--- config.mk ---
export PLATFORM = sky130hd
export DESIGN_NAME = cfg_spi_slave
export DESIGN_NICKNAME = d
export VERILOG_FILES = /design/src/rtl/cfg_spi_pkg.sv /design/src/rtl/cfg_spi_sync.sv /design/src/rtl/cfg_spi_mode.sv /design/src/rtl/cfg_spi_engine.sv /design/src/rtl/cfg_spi_slave.sv
export SDC_FILE = /design/constraint.sdc
export NUM_CORES = 1
export LEC_CHECK = 0
export CORE_MARGIN = 2
export CORE_UTILIZATION = 45
export DETAILED_ROUTE_END_ITERATION = 6
export PLACE_DENSITY = 0.75
export SKIP_LAST_GASP = 1
export SYNTH_ARGS = -nofsm -noshare
export SYNTH_HDL_FRONTEND = slang
export SYNTH_SLANG_ARGS = --single-unit
export TNS_END_PERCENT = 20
--- constraint.sdc ---
create_clock -name clk -period 9.5 [get_ports clk]
set_input_delay 1.9 -clock clk [delete_from_list [all_inputs] [get_ports clk]]
set_output_delay 1.9 -clock clk [all_outputs]
set_load 0.01 [all_outputs]
--- src/rtl/cfg_spi_pkg.sv ---
// Shared constants and types for the serial configuration port.
// Assumes a 16-bit header: direction, two-bit count, 13-bit address.
package cfg_spi_pkg;
    localparam int ADDR_W = 13;
    localparam int HDR_W  = 16;
    localparam int CNT_W  = 2;

    typedef enum logic [1:0] {
        PH_HDR  = 2'd0,
        PH_WR   = 2'd1,
        PH_RD   = 2'd2,
        PH_DONE = 2'd3
    } phase_t;
endpackage

--- src/rtl/cfg_spi_sync.sv ---
// Two-flop synchroniser for a bundle of asynchronous pins, plus rise and
// fall detection on bit 0. Assumes the system clock is fast enough that
// every pin level lasts at least two system cycles.
module cfg_spi_sync #(
    parameter int          W       = 3,
    parameter logic [W-1:0] RST_VAL = '0
) (
    input  logic         clk,
    input  logic         rst_n,
    input  logic [W-1:0] d,
    output logic [W-1:0] q,
    output logic         rise0,
    output logic         fall0
);
    logic [W-1:0] stage2;
    logic         prev0;

    for (genvar i = 0; i < W; i++) begin : g_bit
        logic stage1;
        // two-stage capture of pin i
        always_ff @(posedge clk) begin
            if (!rst_n) begin
                stage1    <= RST_VAL[i];
                stage2[i] <= RST_VAL[i];
            end else begin
                stage1    <= d[i];
                stage2[i] <= stage1;
            end
        end
    end

    // delayed copy of bit 0 for edge detection
    always_ff @(posedge clk) begin
        if (!rst_n) prev0 <= RST_VAL[0];
        else        prev0 <= stage2[0];
    end

    assign q     = stage2;
    assign rise0 = stage2[0] & ~prev0;
    assign fall0 = ~stage2[0] & prev0;
endmodule

--- src/rtl/cfg_spi_mode.sv ---
// Control-mode latch: hands on static pin levels until chip select is first
// seen low, then locks into serial mode until reset.
// Assumes cs_s is the synchronised, active-low chip select.
module cfg_spi_mode (
    input  logic       clk,
    input  logic       rst_n,
    input  logic       cs_s,
    input  logic [2:0] lvl,
    output logic       serial_mode,
    output logic [2:0] pin_ctl
);
    // sticky mode flag and level hold
    always_ff @(posedge clk) begin
        if (!rst_n) begin
            serial_mode <= 1'b0;
            pin_ctl     <= 3'b000;
        end else begin
            if (!cs_s) serial_mode <= 1'b1;
            if (!serial_mode && cs_s) pin_ctl <= lvl;
        end
    end


    pin_hold_chk: assert property (@(posedge clk) disable iff (!rst_n)
        (!serial_mode && cs_s) |=> !serial_mode);

    mode_sticky_chk: assert property (@(posedge clk) disable iff (!rst_n)
        serial_mode |=> serial_mode);

    pin_frozen_chk: assert property (@(posedge clk) disable iff (!rst_n)
        serial_mode |=> $stable(pin_ctl));
endmodule

--- src/rtl/cfg_spi_engine.sv ---
// Transfer engine: decodes the header, counts bits and bytes, increments the
// address, holds the register file and drives the data line on reads.
// Assumes synchronised inputs and single-cycle serial clock edge strobes.
module cfg_spi_engine
    import cfg_spi_pkg::*;
#(
    parameter int NREG = 32
) (
    input  logic            clk,
    input  logic            rst_n,
    input  logic            cs_s,
    input  logic            sclk_rise,
    input  logic            sclk_fall,
    input  logic            sdi,
    output logic            sdo,
    output logic            sdo_oe,
    output logic [NREG*8-1:0] regs_o
);
    localparam int IW = $clog2(NREG);

    phase_t              phase;
    logic [3:0]          hdr_cnt;
    logic [HDR_W-2:0]    hdr_sh;
    logic [2:0]          bit_i;
    logic [CNT_W-1:0]    left;
    logic [ADDR_W-1:0]   addr;
    logic [6:0]          rx_sh;
    logic [7:0]          tx_sh;
    logic [7:0]          regs [NREG];
    logic [HDR_W-1:0]    hdr_full;
    logic [ADDR_W-1:0]   addr_nx;

    assign hdr_full = {hdr_sh, sdi};
    assign addr_nx  = addr + 1'b1;

    function automatic logic [7:0] rd_byte(input logic [ADDR_W-1:0] a);
        if (a < ADDR_W'(NREG)) return regs[a[IW-1:0]];
        return 8'h00;
    endfunction

    // transfer sequencing, register writes and read shifting
    always_ff @(posedge clk) begin
        if (!rst_n) begin
            phase   <= PH_HDR;
            hdr_cnt <= '0;
            hdr_sh  <= '0;
            bit_i   <= '0;
            left    <= '0;
            addr    <= '0;
            rx_sh   <= '0;
            tx_sh   <= '0;
            sdo     <= 1'b0;
            sdo_oe  <= 1'b0;
            for (int k = 0; k < NREG; k++) regs[k] <= 8'h00;
        end else if (cs_s) begin
            phase   <= PH_HDR;
            hdr_cnt <= '0;
            bit_i   <= '0;
            sdo_oe  <= 1'b0;
        end else begin
            case (phase)
                PH_HDR: if (sclk_rise) begin
                    hdr_sh  <= {hdr_sh[HDR_W-3:0], sdi};
                    hdr_cnt <= hdr_cnt + 1'b1;
                    if (hdr_cnt == 4'(HDR_W - 1)) begin
                        addr  <= hdr_full[ADDR_W-1:0];
                        left  <= hdr_full[HDR_W-2 -: CNT_W];
                        bit_i <= '0;
                        if (hdr_full[HDR_W-1]) begin
                            phase <= PH_RD;
                            tx_sh <= rd_byte(hdr_full[ADDR_W-1:0]);
                        end else begin
                            phase <= PH_WR;
                        end
                    end
                end
                PH_WR: if (sclk_rise) begin
                    rx_sh <= {rx_sh[5:0], sdi};
                    bit_i <= bit_i + 1'b1;
                    if (bit_i == 3'd7) begin
                        if (addr < ADDR_W'(NREG)) regs[addr[IW-1:0]] <= {rx_sh, sdi};
                        addr <= addr_nx;
                        if (left == '0) phase <= PH_DONE;
                        else            left  <= left - 1'b1;
                    end
                end
                PH_RD: begin
                    if (sclk_fall) begin
                        sdo    <= tx_sh[7];
                        tx_sh  <= {tx_sh[6:0], 1'b0};
                        sdo_oe <= 1'b1;
                    end else if (sclk_rise) begin
                        bit_i <= bit_i + 1'b1;
                        if (bit_i == 3'd7) begin
                            addr  <= addr_nx;
                            tx_sh <= rd_byte(addr_nx);
                            if (left == '0) begin
                                phase  <= PH_DONE;
                                sdo_oe <= 1'b0;
                            end else begin
                                left <= left - 1'b1;
                            end
                        end
                    end
                end
                default: ;
            endcase
        end
    end

    for (genvar n = 0; n < NREG; n++) begin : g_out
        assign regs_o[8*n +: 8] = regs[n];
    end


    oe_in_read_chk: assert property (@(posedge clk) disable iff (!rst_n)
        sdo_oe |-> (phase == PH_RD));

    sdo_on_fall_chk: assert property (@(posedge clk) disable iff (!rst_n)
        !sclk_fall |=> $stable(sdo));

    abort_release_chk: assert property (@(posedge clk) disable iff (!rst_n)
        cs_s |=> (!sdo_oe && phase == PH_HDR));

    range_ignore_chk: assert property (@(posedge clk) disable iff (!rst_n)
        (!cs_s && phase == PH_WR && sclk_rise && bit_i == 3'd7 && addr >= ADDR_W'(NREG))
        |=> $stable(regs_o));
endmodule

--- src/rtl/cfg_spi_slave.sv ---
// Top level of the serial configuration port: pin synchronisers, the
// control-mode latch and the transfer engine.
// Assumes clk runs at least 8x the serial clock; reset is synchronous.
module cfg_spi_slave #(
    parameter int NREG = 32
) (
    input  logic              clk,
    input  logic              rst_n,
    input  logic              cs_n_pin,
    input  logic              sclk_pin,
    input  logic              sdio_in,
    output logic              sdio_out,
    output logic              sdio_oe,
    output logic              serial_mode,
    output logic [2:0]        pin_ctl,
    output logic [NREG*8-1:0] reg_flat
);
    logic [2:0] lvl;
    logic       sclk_rise;
    logic       sclk_fall;

    cfg_spi_sync #(.W(3), .RST_VAL(3'b010)) u_sync (
        .clk   (clk),
        .rst_n (rst_n),
        .d     ({sdio_in, cs_n_pin, sclk_pin}),
        .q     (lvl),
        .rise0 (sclk_rise),
        .fall0 (sclk_fall)
    );

    cfg_spi_mode u_mode (
        .clk         (clk),
        .rst_n       (rst_n),
        .cs_s        (lvl[1]),
        .lvl         (lvl),
        .serial_mode (serial_mode),
        .pin_ctl     (pin_ctl)
    );

    cfg_spi_engine #(.NREG(NREG)) u_eng (
        .clk       (clk),
        .rst_n     (rst_n),
        .cs_s      (lvl[1]),
        .sclk_rise (sclk_rise),
        .sclk_fall (sclk_fall),
        .sdi       (lvl[2]),
        .sdo       (sdio_out),
        .sdo_oe    (sdio_oe),
        .regs_o    (reg_flat)
    );
endmodule

==> metrics.yaml, run 1 <==
sta:
  max_slew_margin: 0.2462
  grt_setup_unrepaired: "no"
  finalCritPeriodShare: 0.4933
  setup_tns_ns: 0
  hold_viol: 0
  finalSetupViolations: 0
  fin_crit_ns: 4.687
  drv_slew: 0
  worst_pin_slew_ns: 1.119
  skew_ns: 0.03086
  max_freq_ghz: 0.2134
synth:
  syn-num-nets: 1488
  synth-edff-count: 256
  synth_warnings: 0
  async_flop_share: 0
  synth_area_mm2: 0.01738
  netlist_instances: 1469
  yosysTopAreaCellShare: 0.4423
  ys_types: 57
  synth_ff_type: "edfxtp_1"
  synth_area_leaders: "edfxtp_1, and2_1, mux4_2"
  synth.most_common_cell: "and2_1"
  yosysTopAreaCell: "edfxtp_1"
  ys_top_cells_by_count: "and2_1, edfxtp_1, mux2i_1"
  synth.avg_cell_area_um2: 11.83
  ys_seq_area_frac: 0.5195
  ys_ff_latch: 323
setup_path:
  path_delay_family: "simple AND/OR/NAND/NOR gates"
  critical-path-max-stage-delay_ns: 1.14
  cp_max_fo: 49
  rrSetupSlack_ns: 5.10
  slowest_stage: "o21ai_0"
  worst_setup_path_end_kind: "flip-flop"
  required_ns: 9.65
  crit_path_start_kind: "primary input"
  critPathArrivalTime_ns: 4.84
  path_cells: "buf_2 -> buf_4 -> nand2_1 -> nor4_1 -> nand2_1 -> o21ai_0"
  critPathMostFrequentCell: "nand2_1"
  critPathBufInv: 2
  crit_type: "primary input to flip-flop"
min_path:
  hold_path.class: "flip-flop to flip-flop"
cts:
  clk_pin_slew_ns: 0.06
  cts_root_buf: "clkbuf_16"
  clockBufferDepth: 3
  cts_hold_buf: 0
  clock-sinks: 323
  post-cts-setup-buffers: 0
  cts_resized: 0
  htree_levels: 2
  clock_latency_ns: 0.54
  cts_buffers: 35
  cts_tree: "yes"
cells_and_area:
  antennaDiodeCount: 0
  fill_cells: 3168
  layout-area-overhead-vs-synth_pct: 23.64
  drive_above_1_share: 0.09440
  finalNonFillerCells: 2206
  fin_area_mm2: 0.02149
  num-nets-final: 1692
grt:
  grt_util_met2: 0.4633
  grtUsageMet1: 0.3888
  grt.total_usage: 0.2923
  grtUsageMet3: 0.05942
  grt_max_degree: 61
  grt_pass1_wl_um: 86980
  antenna_found_initial: 0
  grt_pass1_vias: 13060
  grt-ovfl-total: 0
  gr-max-usage-layer: "met2"
placed_design:
  port_buffers: 266
  place_area_mm2: 0.02036
  dp_cells: 2147
  hpwl_um: 43170
  gp_congestion: 0.9591
routing:
  final_antenna_net_count: 0
  vias_per_cell: 6.257
  wirelength_um: 60770
  dr.pass1.iters: 6
  drt_iter0_markers: 1905
  drc: 0
  routedWlPerCell_um: 27.55
  via_count: 13800
floorplanning:
  die-area_mm2: 0.04021
  start_util: 0.4592
  pin_count: 267
  fp.dieW_um: 200.5
  coreArea_mm2: 0.03784
  fp-row-count: 71
  die_y_um: 200.5
run:
  drv_cap: 0
power_and_ir_drop:
  p_leak_nw: 7.297
  p_per_area_mw_per_mm2: 147.9
  ir_drop_v: 0.00008445
run_status:
  status: "completed"
[state kept, by name (all words and copies together), names as in the netlist, 4 cells and up]
name and flops:
u_eng.regs 256, u_eng.hdr_sh 15, u_eng.addr 13, u_eng.tx_sh 8, u_eng.rx_sh 7, u_eng.hdr_cnt 4
[cells in the final DEF (no fill, tap or decap), drive strengths merged, types with 15 or more instances in the layout]
master         Yosys  layout
inv               14      15
a22oi             32      32
o22ai             30      30
dfxtp             67      67
edfxtp           256     256
mux4              70      70
a21oi             45      45
a21boi            18      18
nor2b             21      21
nand2             90      90
a22o              15      15
o21ai             49      49
nor2              85      85
and2             272     272
or4               16      16
mux2i            140     140
clkdlybuf4s50      0     265
clkbuf            74      39
buf               39      15
[power by group]
group / internal (W) / leakage, nW / switching [W]
Sequential: 0.00156 / 3.21 / 0.0000511
Combinational: 0.0000953 / 3.54 / 0.0000956
Clock: 0.000817 / 0.553 / 0.000558
Total: 0.00247 / 7.30 / 0.000704
[area by class of cell]
cell class,instances,area [µm²],share of cell area
sequential,323,9044,0.4209
multi-input combinational,1018,7854,0.3655
timing repair buffer,280,2763,0.1286
clock buffer,39,900.9,0.04192
tap,511,639.4,0.02975
clock inverter,20,231.5,0.01077
inverter,15,56.30,0.002620
[cell families (layout without fill, tap and decap cells)]
family / count (synthesis) / in the layout / synth area share
adder cells (fa/ha/maj): 14 / 14 / 0.01008
buffers and inverters: 128 / 354 / 0.03038
AND/OR/NAND/NOR: 547 / 547 / 0.1726
AO/OA/AOI/OAI: 239 / 239 / 0.09107
flip-flops: 323 / 323 / 0.5195
multiplexers: 211 / 211 / 0.1720
XOR/XNOR: 7 / 7 / 0.004393
[stage by stage]
| stage | worst slack, ns | util | total power, W | hold slack [ns] |
|---|---|---|---|---|
| after global routing | 4.645 | 0.5678 | 0.003244 | 0.4465 |
| after detailed placement | 4.371 | 0.5379 | 0.001829 | 0.4079 |
| final | 4.813 | 0.5678 | 0.003178 | 0.4189 |
| after CTS | 4.920 | 0.5678 | 0.003180 | 0.4283 |
| after floorplan | 5.458 | - | 0.001700 | 0.3863 |
| after global placement | 4.530 | 0.5379 | 0.001827 | 0.4105 |
[per-layer routing]
metal,vias to the layer above,wire (µm)
li1,5863,-
met1,6738,23110
met2,1030,27990
met3,173,6992
met4,0,2683
met5,-,0
[final timing paths]
| check | startpoint | to | depth (start not counted) |
|---|---|---|---|
| hold reg to reg | u_sync.g_bit[1].stage1$_SDFF_PN1_ | u_sync.q[1]$_SDFF_PN1_ | 1 |
| setup / recovery | rst_n | u_eng.regs[8][7]$_SDFFCE_PN0P_ | 6 |
| hold / removal | u_sync.g_bit[1].stage1$_SDFF_PN1_ | u_sync.q[1]$_SDFF_PN1_ | 1 |
| setup reg to reg | u_sync.q[0]$_SDFF_PN0_ | u_eng.regs[8][7]$_SDFFCE_PN0P_ | 6 |
Power figures use the tool's default switching activity.
==> inputs of run 2 (changes only) <==
==> constraint.sdc (replaced) <==
create_clock -name clk -period 4.75 [get_ports clk]
set_input_delay 0.95 -clock clk [delete_from_list [all_inputs] [get_ports clk]]
set_output_delay 0.95 -clock clk [all_outputs]
set_load 0.01 [all_outputs]
==> run 2 against run 1 <==
Compared with the run above: via count up 0.78%; die area unchanged; total power up 100%; worst hold slack worse by 0.0041 ns; core utilization up 0.92 points; non-clock buffer count up 32; final cell count up 1.9%; clock skew down 0.014 ns; combinational power up 110%; global-route usage up 0.55 points; routed wire length up 0.53%; highest routed layer unchanged; setup slack worse by 3.8 ns.
==> metrics.yaml, run 2 (same netlist as run 1, synthesis figures left out) <==
floorplanning:
  die_y_um: 200.5
  fp.dieW_um: 200.5
  die-area_mm2: 0.04021
  coreArea_mm2: 0.03784
  start_util: 0.4592
  fp-row-count: 71
  pin_count: 267
cts:
  clock-sinks: 323
  post-cts-setup-buffers: 0
  clockBufferDepth: 3
  cts_root_buf: "clkbuf_16"
  clock_latency_ns: 0.53
  htree_levels: 2
  cts_tree: "yes"
  cts_buffers: 37
  clk_pin_slew_ns: 0.06
  cts_hold_buf: 0
  cts_resized: 0
cells_and_area:
  layout_commonest_cell: "and2_1"
  layout_common_cells: "and2_1, clkdlybuf4s50_1, edfxtp_1"
  antennaDiodeCount: 0
  largest_register_ffs: 256
  num-nets-final: 1726
  utilization: 0.5770
  top_register: "u_eng.regs"
  drive_above_1_share: 0.1164
  layout-area-overhead-vs-synth_pct: 25.65
  finalNonFillerCells: 2247
  reg_top3: "u_eng.regs (256), u_eng.hdr_sh (15), u_eng.addr (13)"
grt:
  grt_pass1_wl_um: 88980
  grt.total_usage: 0.2978
  antenna_found_initial: 0
  grt_max_degree: 55
  grt-ovfl-total: 0
  grt_pass1_vias: 13510
setup_path:
  crit_type: "flip-flop to flip-flop"
  rrSetupSlack_ns: 0.96
  path_delay_family: "simple AND/OR/NAND/NOR gates"
  slowest_stage: "nand2_1"
  critPathArrivalTime_ns: 4.02
  worst_setup_path_end_kind: "flip-flop"
  path_cells: "ha_1 -> nand3b_1 -> nand2b_1 -> nor4_1 -> nand2_1 -> o21ai_0 -> buf_4"
  cp_max_fo: 16
  worstReg2RegStart: "u_sync.q[0]$_SDFF_PN0_"
  required_ns: 4.98
  crit_path_start_kind: "flip-flop"
  critical-path-max-stage-delay_ns: 0.70
  critPathLaunch: "u_sync.q[0]$_SDFF_PN0_"
  critPathBufInv: 1
placed_design:
  hpwl_um: 43410
  preCtsSetupSlack_ns: 1.038
  gp_congestion: 0.9659
  port_buffers: 266
  dp_cells: 2179
sta:
  max_freq_ghz: 0.2641
  fin_crit_ns: 3.786
  worst_slack_ns: 0.9640
  timing.hold.ws_ns: 0.4148
  skew_ns: 0.01706
  finalSetupViolations: 0
  finalCritPeriodShare: 0.7971
  grt_setup_unrepaired: "no"
  drv_slew: 0
  setup_tns_ns: 0
  worst_pin_slew_ns: 1.260
  hold_viol: 0
  max_slew_margin: 0.1561
routing:
  wirelength_um: 61100
  routedWlPerCell_um: 27.19
  drc: 0
  vias_per_cell: 6.191
  drt_iter0_markers: 1989
  via_count: 13910
  dr.pass1.iters: 6
  final_antenna_net_count: 0
min_path:
  hold_path.class: "flip-flop to flip-flop"
  min_from: "u_sync.g_bit[1].stage1$_SDFF_PN1_"
power_and_ir_drop:
  p_per_area_mw_per_mm2: 295.9
  p_leak_nw: 7.484
  ir_drop_v: 0.0002096
run:
  drv_cap: 0
run_status:
  status: "completed"
[run 2: changes by cell type in the layout (fill, tap and decap cells not counted), sizes merged]
cell and change:
buf +32, bufinv -3, clkbuf +5, clkinv +2
clkinvlp +4, inv +1
[run 2: routing by layer]
layer  part of all wire  vias to the layer above  global-route usage
li1                   -                     5926                   -
met5                  0                        -                   0
met4              0.047                        0              0.1344
met1               0.37                     6806              0.3937
met2               0.46                     1001              0.4649
met3               0.12                      179             0.07468
[run 2: path summary, 6_finish.rpt]
check,endpoint,cells after the start
setup / recovery,u_eng.regs[11][7]$_SDFFCE_PN0P_,7
hold / removal,u_sync.q[1]$_SDFF_PN1_,1
setup reg to reg,u_eng.regs[11][7]$_SDFFCE_PN0P_,7
hold reg to reg,u_sync.q[1]$_SDFF_PN1_,1
[run 2: area by class of cell]
type / count / area [µm²]
well taps: 511 / 639.4
repair buffers: 312 / 3028
clock buffers: 44 / 1005
fillers: 3149 / 16010
multi-input cells: 1018 / 7854
flip-flops and latches: 323 / 9044
clock inverters: 24 / 211.5
inverters: 15 / 56.30
[run 2: per-stage QoR]
step / instance area (µm²) / total power (W)
2_1_floorplan: 17380 / 0.003400
4_1_cts: 21840 / 0.006460
6_report: 21840 / 0.006462
3_5_place_dp: 20620 / 0.003675
3_3_place_gp: 20620 / 0.003670
5_1_grt: 21840 / 0.006610
[run 2: worst reg2reg max path: stages (launching register included)]
cell,delay [ns]
dfxtp_1,0.38
ha_1,0.34
nand3b_1,0.45
nand2b_1,0.30
nor4_1,0.57
nand2_1,0.70
o21ai_0,0.52
buf_4,0.24
[run 2: power breakdown]
group,leakage (nW),internal (W),switching [W],total (W)
combinational,3.70,0.000208,0.000195,0.000403
clock,0.580,0.00164,0.00119,0.00284
sequential,3.21,0.00312,0.000102,0.00322
